==> src/rtl/priv_ret_pkg.sv <==
package priv_ret_pkg;

    typedef enum logic [1:0] {
        PRV_U    = 2'b00,
        PRV_S    = 2'b01,
        PRV_RSVD = 2'b10,
        PRV_M    = 2'b11
    } prv_e;

    typedef enum logic [1:0] {
        OP_MRET   = 2'b00,
        OP_SRET   = 2'b01,
        OP_WFI    = 2'b10,
        OP_SFENCE = 2'b11
    } op_e;

    typedef struct packed {
        logic       mie;
        logic       mpie;
        logic [1:0] mpp;
        logic       sie;
        logic       spie;
        logic       spp;
    } stat_t;

    typedef enum logic [1:0] {
        ST_IDLE   = 2'b00,
        ST_COMMIT = 2'b01,
        ST_TRAP   = 2'b10
    } fsm_e;

    localparam int unsigned ILLEGAL_INSN_CAUSE = 2;
    localparam int unsigned INSN_BYTES         = 4;

endpackage

==> src/rtl/priv_ret_legal.sv <==
// Decides, per operation class, whether the current level and trap controls
// allow the instruction to complete.
module priv_ret_legal
    import priv_ret_pkg::*;
(
    input  logic [1:0] op,
    input  logic [1:0] priv,
    input  logic       tsr,
    input  logic       tvm,
    output logic       legal,
    output logic       is_return
);
    logic at_m;
    logic at_s;

    always_comb begin
        at_m      = (priv == PRV_M);
        at_s      = (priv == PRV_S);
        legal     = 1'b0;
        is_return = 1'b0;
        unique case (op)
            OP_MRET: begin
                legal     = at_m;
                is_return = 1'b1;
            end
            OP_SRET: begin
                legal     = at_m || (at_s && !tsr);
                is_return = 1'b1;
            end
            OP_WFI: begin
                legal     = 1'b1;
            end
            OP_SFENCE: begin
                legal     = at_m || (at_s && !tvm);
            end
            default: begin
                legal     = 1'b0;
            end
        endcase
    end
endmodule

==> src/rtl/priv_ret_update.sv <==
// Computes the status, privilege and PC that a legal instruction commits.
module priv_ret_update
    import priv_ret_pkg::*;
#(
    parameter int unsigned XLEN = 32
) (
    input  logic [1:0]      op,
    input  logic [1:0]      priv,
    input  stat_t           st,
    input  logic            umode_present,
    input  logic [XLEN-1:0] pc,
    input  logic [XLEN-1:0] mepc,
    input  logic [XLEN-1:0] sepc,
    output stat_t           nst,
    output logic [1:0]      npriv,
    output logic [XLEN-1:0] npc
);
    localparam logic [XLEN-1:0] STEP = XLEN'(INSN_BYTES);

    logic [1:0] lowest_level;

    always_comb begin
        lowest_level = umode_present ? PRV_U : PRV_M;
        nst          = st;
        npriv        = priv;
        npc          = pc + STEP;
        unique case (op)
            OP_MRET: begin
                nst.mie  = st.mpie;
                nst.mpie = 1'b1;
                nst.mpp  = lowest_level;
                npriv    = (st.mpp == PRV_RSVD) ? lowest_level : st.mpp;
                npc      = mepc;
            end
            OP_SRET: begin
                nst.sie  = st.spie;
                nst.spie = 1'b1;
                nst.spp  = 1'b0;
                npriv    = st.spp ? PRV_S : PRV_U;
                npc      = sepc;
            end
            default: begin
                nst   = st;
                npriv = priv;
                npc   = pc + STEP;
            end
        endcase
    end
endmodule

==> src/rtl/priv_ret_unit.sv <==
module priv_ret_unit
    import priv_ret_pkg::*;
#(
    parameter int unsigned XLEN    = 32,
    parameter int unsigned CAUSE_W = 4
) (
    input  logic               clk,
    input  logic               rst_n,
    input  logic               insn_valid,
    input  logic [1:0]         insn_op,
    input  logic [XLEN-1:0]    insn_pc,
    input  logic [1:0]         cur_priv,
    input  logic               st_mie,
    input  logic               st_mpie,
    input  logic [1:0]         st_mpp,
    input  logic               st_sie,
    input  logic               st_spie,
    input  logic               st_spp,
    input  logic               st_tsr,
    input  logic               st_tvm,
    input  logic [XLEN-1:0]    mepc,
    input  logic [XLEN-1:0]    sepc,
    input  logic               umode_present,
    output logic               commit,
    output logic               redirect,
    output logic               xret_done,
    output logic [XLEN-1:0]    next_pc,
    output logic [1:0]         nx_priv,
    output logic               nx_mie,
    output logic               nx_mpie,
    output logic [1:0]         nx_mpp,
    output logic               nx_sie,
    output logic               nx_spie,
    output logic               nx_spp,
    output logic               trap_req,
    output logic [CAUSE_W-1:0] trap_cause,
    output logic [XLEN-1:0]    trap_tval
);
    localparam logic [CAUSE_W-1:0] CAUSE_ILLEGAL = CAUSE_W'(ILLEGAL_INSN_CAUSE);

    stat_t           st_in;
    stat_t           st_upd;
    logic [1:0]      priv_upd;
    logic [XLEN-1:0] pc_upd;
    logic            is_legal;
    logic            is_ret;

    fsm_e            state_q;
    fsm_e            state_d;
    stat_t           st_q;
    logic [1:0]      priv_q;
    logic [XLEN-1:0] pc_q;
    logic            ret_q;

    assign st_in = '{mie: st_mie, mpie: st_mpie, mpp: st_mpp,
                     sie: st_sie, spie: st_spie, spp: st_spp};

    priv_ret_legal u_legal (
        .op        (insn_op),
        .priv      (cur_priv),
        .tsr       (st_tsr),
        .tvm       (st_tvm),
        .legal     (is_legal),
        .is_return (is_ret)
    );

    priv_ret_update #(.XLEN(XLEN)) u_update (
        .op            (insn_op),
        .priv          (cur_priv),
        .st            (st_in),
        .umode_present (umode_present),
        .pc            (insn_pc),
        .mepc          (mepc),
        .sepc          (sepc),
        .nst           (st_upd),
        .npriv         (priv_upd),
        .npc           (pc_upd)
    );

    // Next-state selection: every state follows the incoming strobe.
    always_comb begin
        state_d = ST_IDLE;
        unique case (state_q)
            ST_IDLE, ST_COMMIT, ST_TRAP: begin
                if (!insn_valid)    state_d = ST_IDLE;
                else if (is_legal)  state_d = ST_COMMIT;
                else                state_d = ST_TRAP;
            end
            default: state_d = ST_IDLE;
        endcase
    end

    always_ff @(posedge clk or negedge rst_n) begin
        if (!rst_n) state_q <= ST_IDLE;
        else        state_q <= state_d;
    end

    // Result payload: the updated values on a legal instruction, the
    // unchanged inputs and the faulting address on an illegal one.
    always_ff @(posedge clk or negedge rst_n) begin
        if (!rst_n) begin
            st_q   <= '0;
            priv_q <= PRV_M;
            pc_q   <= '0;
            ret_q  <= 1'b0;
        end else if (insn_valid) begin
            if (is_legal) begin
                st_q   <= st_upd;
                priv_q <= priv_upd;
                pc_q   <= pc_upd;
                ret_q  <= is_ret;
            end else begin
                st_q   <= st_in;
                priv_q <= cur_priv;
                pc_q   <= insn_pc;
                ret_q  <= 1'b0;
            end
        end
    end

    // Output decode from the state register.
    always_comb begin
        commit     = 1'b0;
        redirect   = 1'b0;
        xret_done  = 1'b0;
        trap_req   = 1'b0;
        trap_cause = '0;
        trap_tval  = '0;
        unique case (state_q)
            ST_IDLE: begin
                commit = 1'b0;
            end
            ST_COMMIT: begin
                commit    = 1'b1;
                redirect  = ret_q;
                xret_done = ret_q;
            end
            ST_TRAP: begin
                trap_req   = 1'b1;
                trap_cause = CAUSE_ILLEGAL;
                trap_tval  = '0;
            end
            default: begin
                commit = 1'b0;
            end
        endcase
        next_pc = pc_q;
        nx_priv = priv_q;
        nx_mie  = st_q.mie;
        nx_mpie = st_q.mpie;
        nx_mpp  = st_q.mpp;
        nx_sie  = st_q.sie;
        nx_spie = st_q.spie;
        nx_spp  = st_q.spp;
    end

    // machine return below M must trap with cause 2
    p_mret_below_m_r2: assert property (@(posedge clk) disable iff (!rst_n)
        (insn_valid && insn_op == OP_MRET && cur_priv != PRV_M)
        |=> (trap_req && !commit && trap_cause == CAUSE_ILLEGAL));

    // supervisor return in S with return-trap control set must trap
    p_sret_tsr_r3: assert property (@(posedge clk) disable iff (!rst_n)
        (insn_valid && insn_op == OP_SRET && cur_priv == PRV_S && st_tsr)
        |=> trap_req);

    // legal machine return redirects to the machine exception PC
    p_mret_target_r4: assert property (@(posedge clk) disable iff (!rst_n)
        (insn_valid && insn_op == OP_MRET && cur_priv == PRV_M)
        |=> (redirect && next_pc == $past(mepc) && nx_mie == $past(st_mpie) && nx_mpie));

    // previous-privilege after machine return depends on U presence
    p_mret_mpp_r5: assert property (@(posedge clk) disable iff (!rst_n)
        (insn_valid && insn_op == OP_MRET && cur_priv == PRV_M)
        |=> (nx_mpp == ($past(umode_present) ? PRV_U : PRV_M)));

    // legal supervisor return clears SPP and sets SPIE
    p_sret_fields_r6: assert property (@(posedge clk) disable iff (!rst_n)
        (insn_valid && insn_op == OP_SRET && cur_priv == PRV_M)
        |=> (commit && !nx_spp && nx_spie && next_pc == $past(sepc)));

    // fence in U must trap
    p_fence_user_r7: assert property (@(posedge clk) disable iff (!rst_n)
        (insn_valid && insn_op == OP_SFENCE && cur_priv == PRV_U)
        |=> trap_req);

    // wait always commits without redirect
    p_wfi_commit_r8: assert property (@(posedge clk) disable iff (!rst_n)
        (insn_valid && insn_op == OP_WFI)
        |=> (commit && !redirect));

    // every strobe yields exactly one kind of result next cycle
    p_one_result_r9: assert property (@(posedge clk) disable iff (!rst_n)
        insn_valid |=> (commit != trap_req));

    // a quiet cycle yields a quiet result
    p_quiet_r10: assert property (@(posedge clk) disable iff (!rst_n)
        !insn_valid |=> (!commit && !trap_req && !xret_done));

endmodule

==> config.mk <==
export PLATFORM = sky130hd
export DESIGN_NAME = priv_ret_unit
export DESIGN_NICKNAME = d
export VERILOG_FILES = /design/src/rtl/priv_ret_pkg.sv /design/src/rtl/priv_ret_legal.sv /design/src/rtl/priv_ret_update.sv /design/src/rtl/priv_ret_unit.sv
export SDC_FILE = /design/constraint.sdc
export NUM_CORES = 1
export LEC_CHECK = 0
export ABC_AREA = 1
export BUFFER_PORTS_ARGS = -buffer_cell sky130_fd_sc_hd__buf_4
export CAP_MARGIN = 5
export CELL_PAD_IN_SITES_DETAIL_PLACEMENT = 0
export CELL_PAD_IN_SITES_GLOBAL_PLACEMENT = 1
export CORE_UTILIZATION = 30
export CTS_CLUSTER_DIAMETER = 100
export DETAILED_ROUTE_END_ITERATION = 10
export PLACE_DENSITY_LB_ADDON = 0.1
export RECOVER_POWER = 50
export SETUP_SLACK_MARGIN = 0.15
export SLEW_MARGIN = 20
export SYNTH_ARGS = -nofsm -noshare
export SYNTH_HDL_FRONTEND = slang
export SYNTH_SLANG_ARGS = --single-unit
==> constraint.sdc <==
create_clock -name clk -period 1.75 [get_ports clk]
set_input_delay 0.35 -clock clk [delete_from_list [all_inputs] [get_ports clk]]
set_output_delay 0.35 -clock clk [all_outputs]
set_load 0.01 [all_outputs]
==> results of run 1 <==
[power breakdown]
part / internal, µW / switching, µW / leakage (µW) / total, µW
sequential: 1160 / 80.5 / 0.000537 / 1240
clock: 681 / 465 / 0.0000840 / 1150
combinational: 503 / 594 / 0.00231 / 1100
[final cells by class]
type | count | area, µm²
flip-flops and latches | 44 | 1100
clock buffers | 5 | 125
well taps | 172 | 215
fillers | 1465 | 7350
repair buffers | 173 | 1280
inverters | 78 | 293
multi-input cells | 503 | 2210
clock inverters | 3 | 47.5
[how the worst max path moves through the flow]
stage	slack, ps	start	cells past startpoint	to
detailed placement	30	insn_pc[2]	13	next_pc[22]
global route	170	insn_pc[2]	13	next_pc[22]
finish	320	state_q[1]	3	redirect
CTS	300	state_q[1]	3	redirect
floorplan	320	insn_pc[2]	12	next_pc[22]
global placement	90	insn_pc[2]	13	next_pc[22]
[cells by family after synthesis]
group,count (synthesis),synth area share
AND/OR/NAND/NOR,407,0.425
AO/OA/AOI/OAI,52,0.0918
buffers and inverters,136,0.178
other,1,0.000962
flip-flops,44,0.283
XOR/XNOR,8,0.0180
adder cells (fa/ha/maj),1,0.00321
[cell usage in the layout (no fill, tap or decap)]
| cell | n |
|---|---|
| a21oi_2 | 1 |
| nand2_1 | 297 |
| o21a_1 | 2 |
| xnor2_1 | 2 |
| buf_4 | 155 |
| o21ai_0 | 9 |
| conb_1 | 35 |
| dfrtp_1 | 42 |
| clkbuf_2 | 1 |
| buf_12 | 3 |
| nand2_4 | 1 |
| nor3_1 | 1 |
| nor2_4 | 3 |
| or2_0 | 1 |
| and3_1 | 1 |
| dfstp_2 | 2 |
| nor2_2 | 2 |
| o21bai_1 | 1 |
| inv_1 | 68 |
| nand2_2 | 3 |
| inv_2 | 2 |
| nor2_1 | 52 |
| ha_1 | 1 |
| clkinv_1 | 8 |
| clkinv_4 | 2 |
| a21oi_1 | 14 |
| a31oi_1 | 2 |
| xor2_1 | 6 |
| o211ai_1 | 2 |
| clkbuf_16 | 5 |
| nand3b_1 | 1 |
| bufinv_16 | 1 |
| a22o_1 | 21 |
| clkbuf_1 | 14 |
| nand3_1 | 45 |
[metrics by stage]
stage / setup WS (ps) / util / std cells
final: 316 / 0.418 / 978
after global routing: 171 / 0.418 / 978
after CTS: 305 / 0.424 / 978
after detailed placement: 26.7 / 0.410 / 970
after global placement: 87.4 / 0.410 / 970
after floorplan: 316 / - / 683
[sequential cells by signal, summed over array words and instances (netlist names), 2 cells and up]
signal	flops
next_pc	32
nx_mpp	2
nx_priv	2
state_q	2
[worst max-delay path, delay by kind of cell, from the launching register on]
family	cells	cell delay [ps]
AND/OR/NAND/NOR	1	190
flip-flops	1	380
buffers and inverters	2	230
[routing by layer]
layer,vias up,global-route usage,part of all wire
met5,-,0,0
met1,1926,0.259,0.47
met2,130,0.338,0.46
li1,2227,-,-
met4,0,0.0385,0.010
met3,10,0.0413,0.063
==> flow_summary.toml, run 1 <==
[drt]
drc = 0
post_drt_via_cell_ratio = 4.39
wl_um = 13000
ant_nets = 0
drt_iter0_drc = 172
vias = 4293
drt-pass1-iter-count = 4
post_drt_wl_per_cell_um = 13.3

[synth]
synth_top_area_share = 0.285
ys_seq_area_frac = 0.283
synth_async_sr_flop_share = 1.00
synth_commonest_cells = "296 x nand2_1, 67 x inv_1, 51 x nor2_1, 45 x nand3_1, 42 x dfrtp_1"
synth_area_per_cell_um2 = 6.01
synth_warnings = 0
yosysMostFrequentCell = "nand2_1"
synth_ff_type = "dfrtp_1"
syn-instance-count = 649
synth_area_leaders = "nand2_1 29%, dfrtp_1 27%, buf_4 7.9%"
yosysUniqueCellTypes = 34
synth_area_um2 = 3900
synth_edf_count = 0
synth.largest_area_cell = "nand2_1"
ys_seq_elements = 44

[sta]
min_period_ps = 1430
fin_tns_setup_ps = 0
slew_violations = 0
min_period_over_period = 0.819
relSlewSlack = 0.187
hold_violations = 0
grt_setup_unrepaired = "false"
tightest_slew_ps = 1220
clock_skew_ps = 0.0417
fmax_mhz = 697
whs_ps = 295
finalSetupViolCount = 0

[floorplanning]
core_um2 = 12600
fp-row-count = 41
io_pins = 194
fp.dieW_um = 116
initial_core_util = 0.309
die_h_um = 116
dieArea_um2 = 13500

[layout]
design_area_um2 = 5270
areaGrowthSynthToFinish_pct = 35.3
nets = 919
drive_gt1_frac = 0.225
antenna_cells = 0

[worst_setup_path]
crit_fanout = 4
required_ps = 1400
crit_path_start_kind = "register"
rr_endpoint = "nx_priv[0]"
r2r_start = "nx_priv[0]"
ff2ff_setup_slack_ps = 1000
slowest_delay_ps = 380
critPathKind = "register to output port"
crit_path_cell_trace = "inv_1 > and3_1 > buf_4"
end_kind = "output port"
cp.arrival_ps = 1080
cpMaxStageDelayCell = "dfrtp_1"
rr_worst_depth = 2

[global_route]
grt_max_degree = 45
grt_pass1_vias = 4141
antenna_found_initial = 0
grt_usage = 0.198
grt_pass1_wl_um = 20600
grt.overflow.total = 0

[clocking]
path_clk_slew_ps = 70
clock_sinks = 44
cts_buffers = 5
cts_resized = 0
htree_levels = 2
postCtsSetupBuffers = 0
cts_hold_buf = 0
ctsLongestPathBuffers = 2
cts_root_buffer = "clkbuf_16"
cts_tree = "done"
clkLatencyLatePin_ps = 290

[place]
dpl_cell_area_um2 = 5170
dp_hpwl_um = 10100
place_congestion = 0.813
portBuffers = 158

[flow_run]
cap_violations = 0

[worst_hold_path]
hp-class = "input pin to register"
min_path_cells = 3
holdPathEnd = "nx_priv[0]"
hp-start = "cur_priv[0]"

[power]
finalPower_uw = 3480
power_leakage_uw = 0.00293
peakVddDrop_mv = 0.363
pwr_density_cell_nw_per_um2 = 660

[run_status]
status = "complete, no violations"
No activity file was read; power rests on OpenSTA's default activity.
==> inputs of run 2 (changes only) <==
==> constraint.sdc (replaced) <==
create_clock -name clk -period 1.37 [get_ports clk]
set_input_delay 0.274 -clock clk [delete_from_list [all_inputs] [get_ports clk]]
set_output_delay 0.274 -clock clk [all_outputs]
set_load 0.01 [all_outputs]
==> run 2 against run 1 <==
Via count up 7.1%. Wire length increased by 6.1%. Clock skew is essentially flat. Sequential share of layout area decreased by 2.6 points. Critical path depth unchanged. Global-route usage rose by 0.47 points. Critical path type unchanged.
==> flow_summary.toml, run 2 (synthesis gave the netlist of run 1 again) <==
[layout]
areaGrowthSynthToFinish_pct = 54.2
layout_common_cells = "280 x nand2_1, 184 x buf_4, 65 x inv_1"
layout_commonest_cell = "nand2_1"
fin_cells = 1026
drive_gt1_frac = 0.321
largest_register_ffs = 32
antenna_cells = 0
nets = 967
utilization = 0.476

[global_route]
grt_util_met2 = 0.353
met1_usage = 0.264
grt_usage = 0.203
antenna_found_initial = 0
grt_pass1_wl_um = 21200
grt_max_degree = 29
grt_pass1_vias = 4433
grt.overflow.total = 0
gr-usage-met3 = 0.0324
top_usage_layer = "met2"

[worst_setup_path]
required_ps = 1100
slowest_delay_ps = 400
r2r_start = "state_q[1]"
ff2ff_setup_slack_ps = 420
cp.arrival_ps = 1050
rr_worst_depth = 4
crit_buf_inv = 2
end_kind = "output port"
crit_path_cell_trace = "inv_2 > and3_4 > buf_6"
critPathKind = "register to output port"
crit_path_start = "state_q[1]"
cpMaxStageDelayCell = "dfrtp_1"
critical_path.top_delay_family = "flip-flops"
rr_endpoint = "state_q[1]"
crit_fanout = 3
crit_path_start_kind = "register"

[clocking]
clock_sinks = 44
path_clk_slew_ps = 70
ctsLongestPathBuffers = 2
cts_root_buffer = "clkbuf_16"
cts_tree = "done"
htree_levels = 2
cts_buffers = 5
clkLatencyLatePin_ps = 290

[sta]
min_period_ps = 1320
clock_skew_ps = 0.174
grt_setup_unrepaired = "true"
min_period_over_period = 0.967
slew_violations = 0
whs_ps = 215
finalSetupViolCount = 0
fmax_mhz = 755
tightest_slew_ps = 643
hold_violations = 0
relSlewSlack = 0.571

[power]
pwr-share-clk = 0.311
pwr-share-seq = 0.338
finalPower_uw = 4680
comb_power_share = 0.351
power_switching_uw = 1530
power.share.switching = 0.327
peakVddDrop_mv = 0.803
p_int_uw = 3150
pwr_density_cell_nw_per_um2 = 779
power_leakage_uw = 0.00327

[floorplanning]
initial_core_util = 0.309
fp.dieW_um = 116
fp-row-count = 41
core_um2 = 12600
dieArea_um2 = 13500
die_h_um = 116
io_pins = 194

[drt]
drt_iter0_drc = 240
wl_um = 13800
drt-pass1-iter-count = 4
vias = 4598
post_drt_via_cell_ratio = 4.48
ant_nets = 0
post_drt_wl_per_cell_um = 13.4
drc = 0

[place]
dp_hpwl_um = 10600
place_congestion = 0.876
portBuffers = 158
dp_cells = 1005

[worst_hold_path]
hp-class = "input pin to register"
hp-start = "insn_pc[3]"
holdPathEnd = "next_pc[3]"
min_path_cells = 3

[run_status]
status = "complete, no violations"

[flow_run]
cap_violations = 0
==> run 2: cell count changes in the layout (fill, tap and decap cells not counted), sizes merged <==
cell         previous run  this run
buf                   158       201
clkbuf                 20        24
clkinv                 10         8
dlygate4sd3             0         1
clkinvlp                0         1
inv                    70        71
==> run 2: final cells by class <==
type,count,area [µm²]
multi-input cells,503,2410
clock buffers,5,125
fillers,1362,6610
well taps,172,215
flip-flops and latches,44,1100
clock inverters,3,46.3
inverters,78,298
repair buffers,221,1810
==> run 2: how the worst max path moves through the flow <==
stage / endpoint / slack, ps / cells past startpoint
after floorplan: state_q[0] / 120 / 8
after global placement: next_pc[8] / -170 / 10
after detailed placement: next_pc[8] / -160 / 10
after CTS: xret_done / 50 / 3
after global routing: nx_priv[0] / 5 / 3
final: xret_done / 50 / 3
==> run 2: per-layer routing <==
metal | up-vias | share of wire
met4 | 0 | 0.0084
met5 | - | 0
li1 | 2329 | -
met3 | 10 | 0.060
met2 | 152 | 0.47
met1 | 2107 | 0.46
==> run 2: power groups by stage <==
| stage | clock network, µW | registers (µW) | logic, µW |
|---|---|---|---|
| global route | 1550 | 1610 | 1810 |
| global placement | 0 | 1600 | 1580 |
| CTS | 1500 | 1590 | 1610 |
| floorplan | 0 | 1670 | 711 |
| finish | 1460 | 1580 | 1640 |
| detailed placement | 0 | 1600 | 1590 |
==> run 2: worst min-delay path, stage by stage <==
cell and delay [ps]:
buf_8 80, nand2_1 50, nand3_1 70
==> run 2: repair_timing <==
action	CTS	global route
cloned	0	3
hold buffers	1	0
endpoints found under the setup margin	8	29
pin swaps	0	24
setup buffers	1	8
hold endpoints to repair	20	0
gates resized for setup	8	49
==> run 2: metrics by stage <==
stage	setup slack (ps)	TNS [ps]	instance area, µm²
finish	45.8	0	6010
detailed placement	-159	-2780	5560
CTS	45.5	0	5780
global placement	-165	-2150	5560
floorplan	125	0	4110
global route	5.39	0	6010
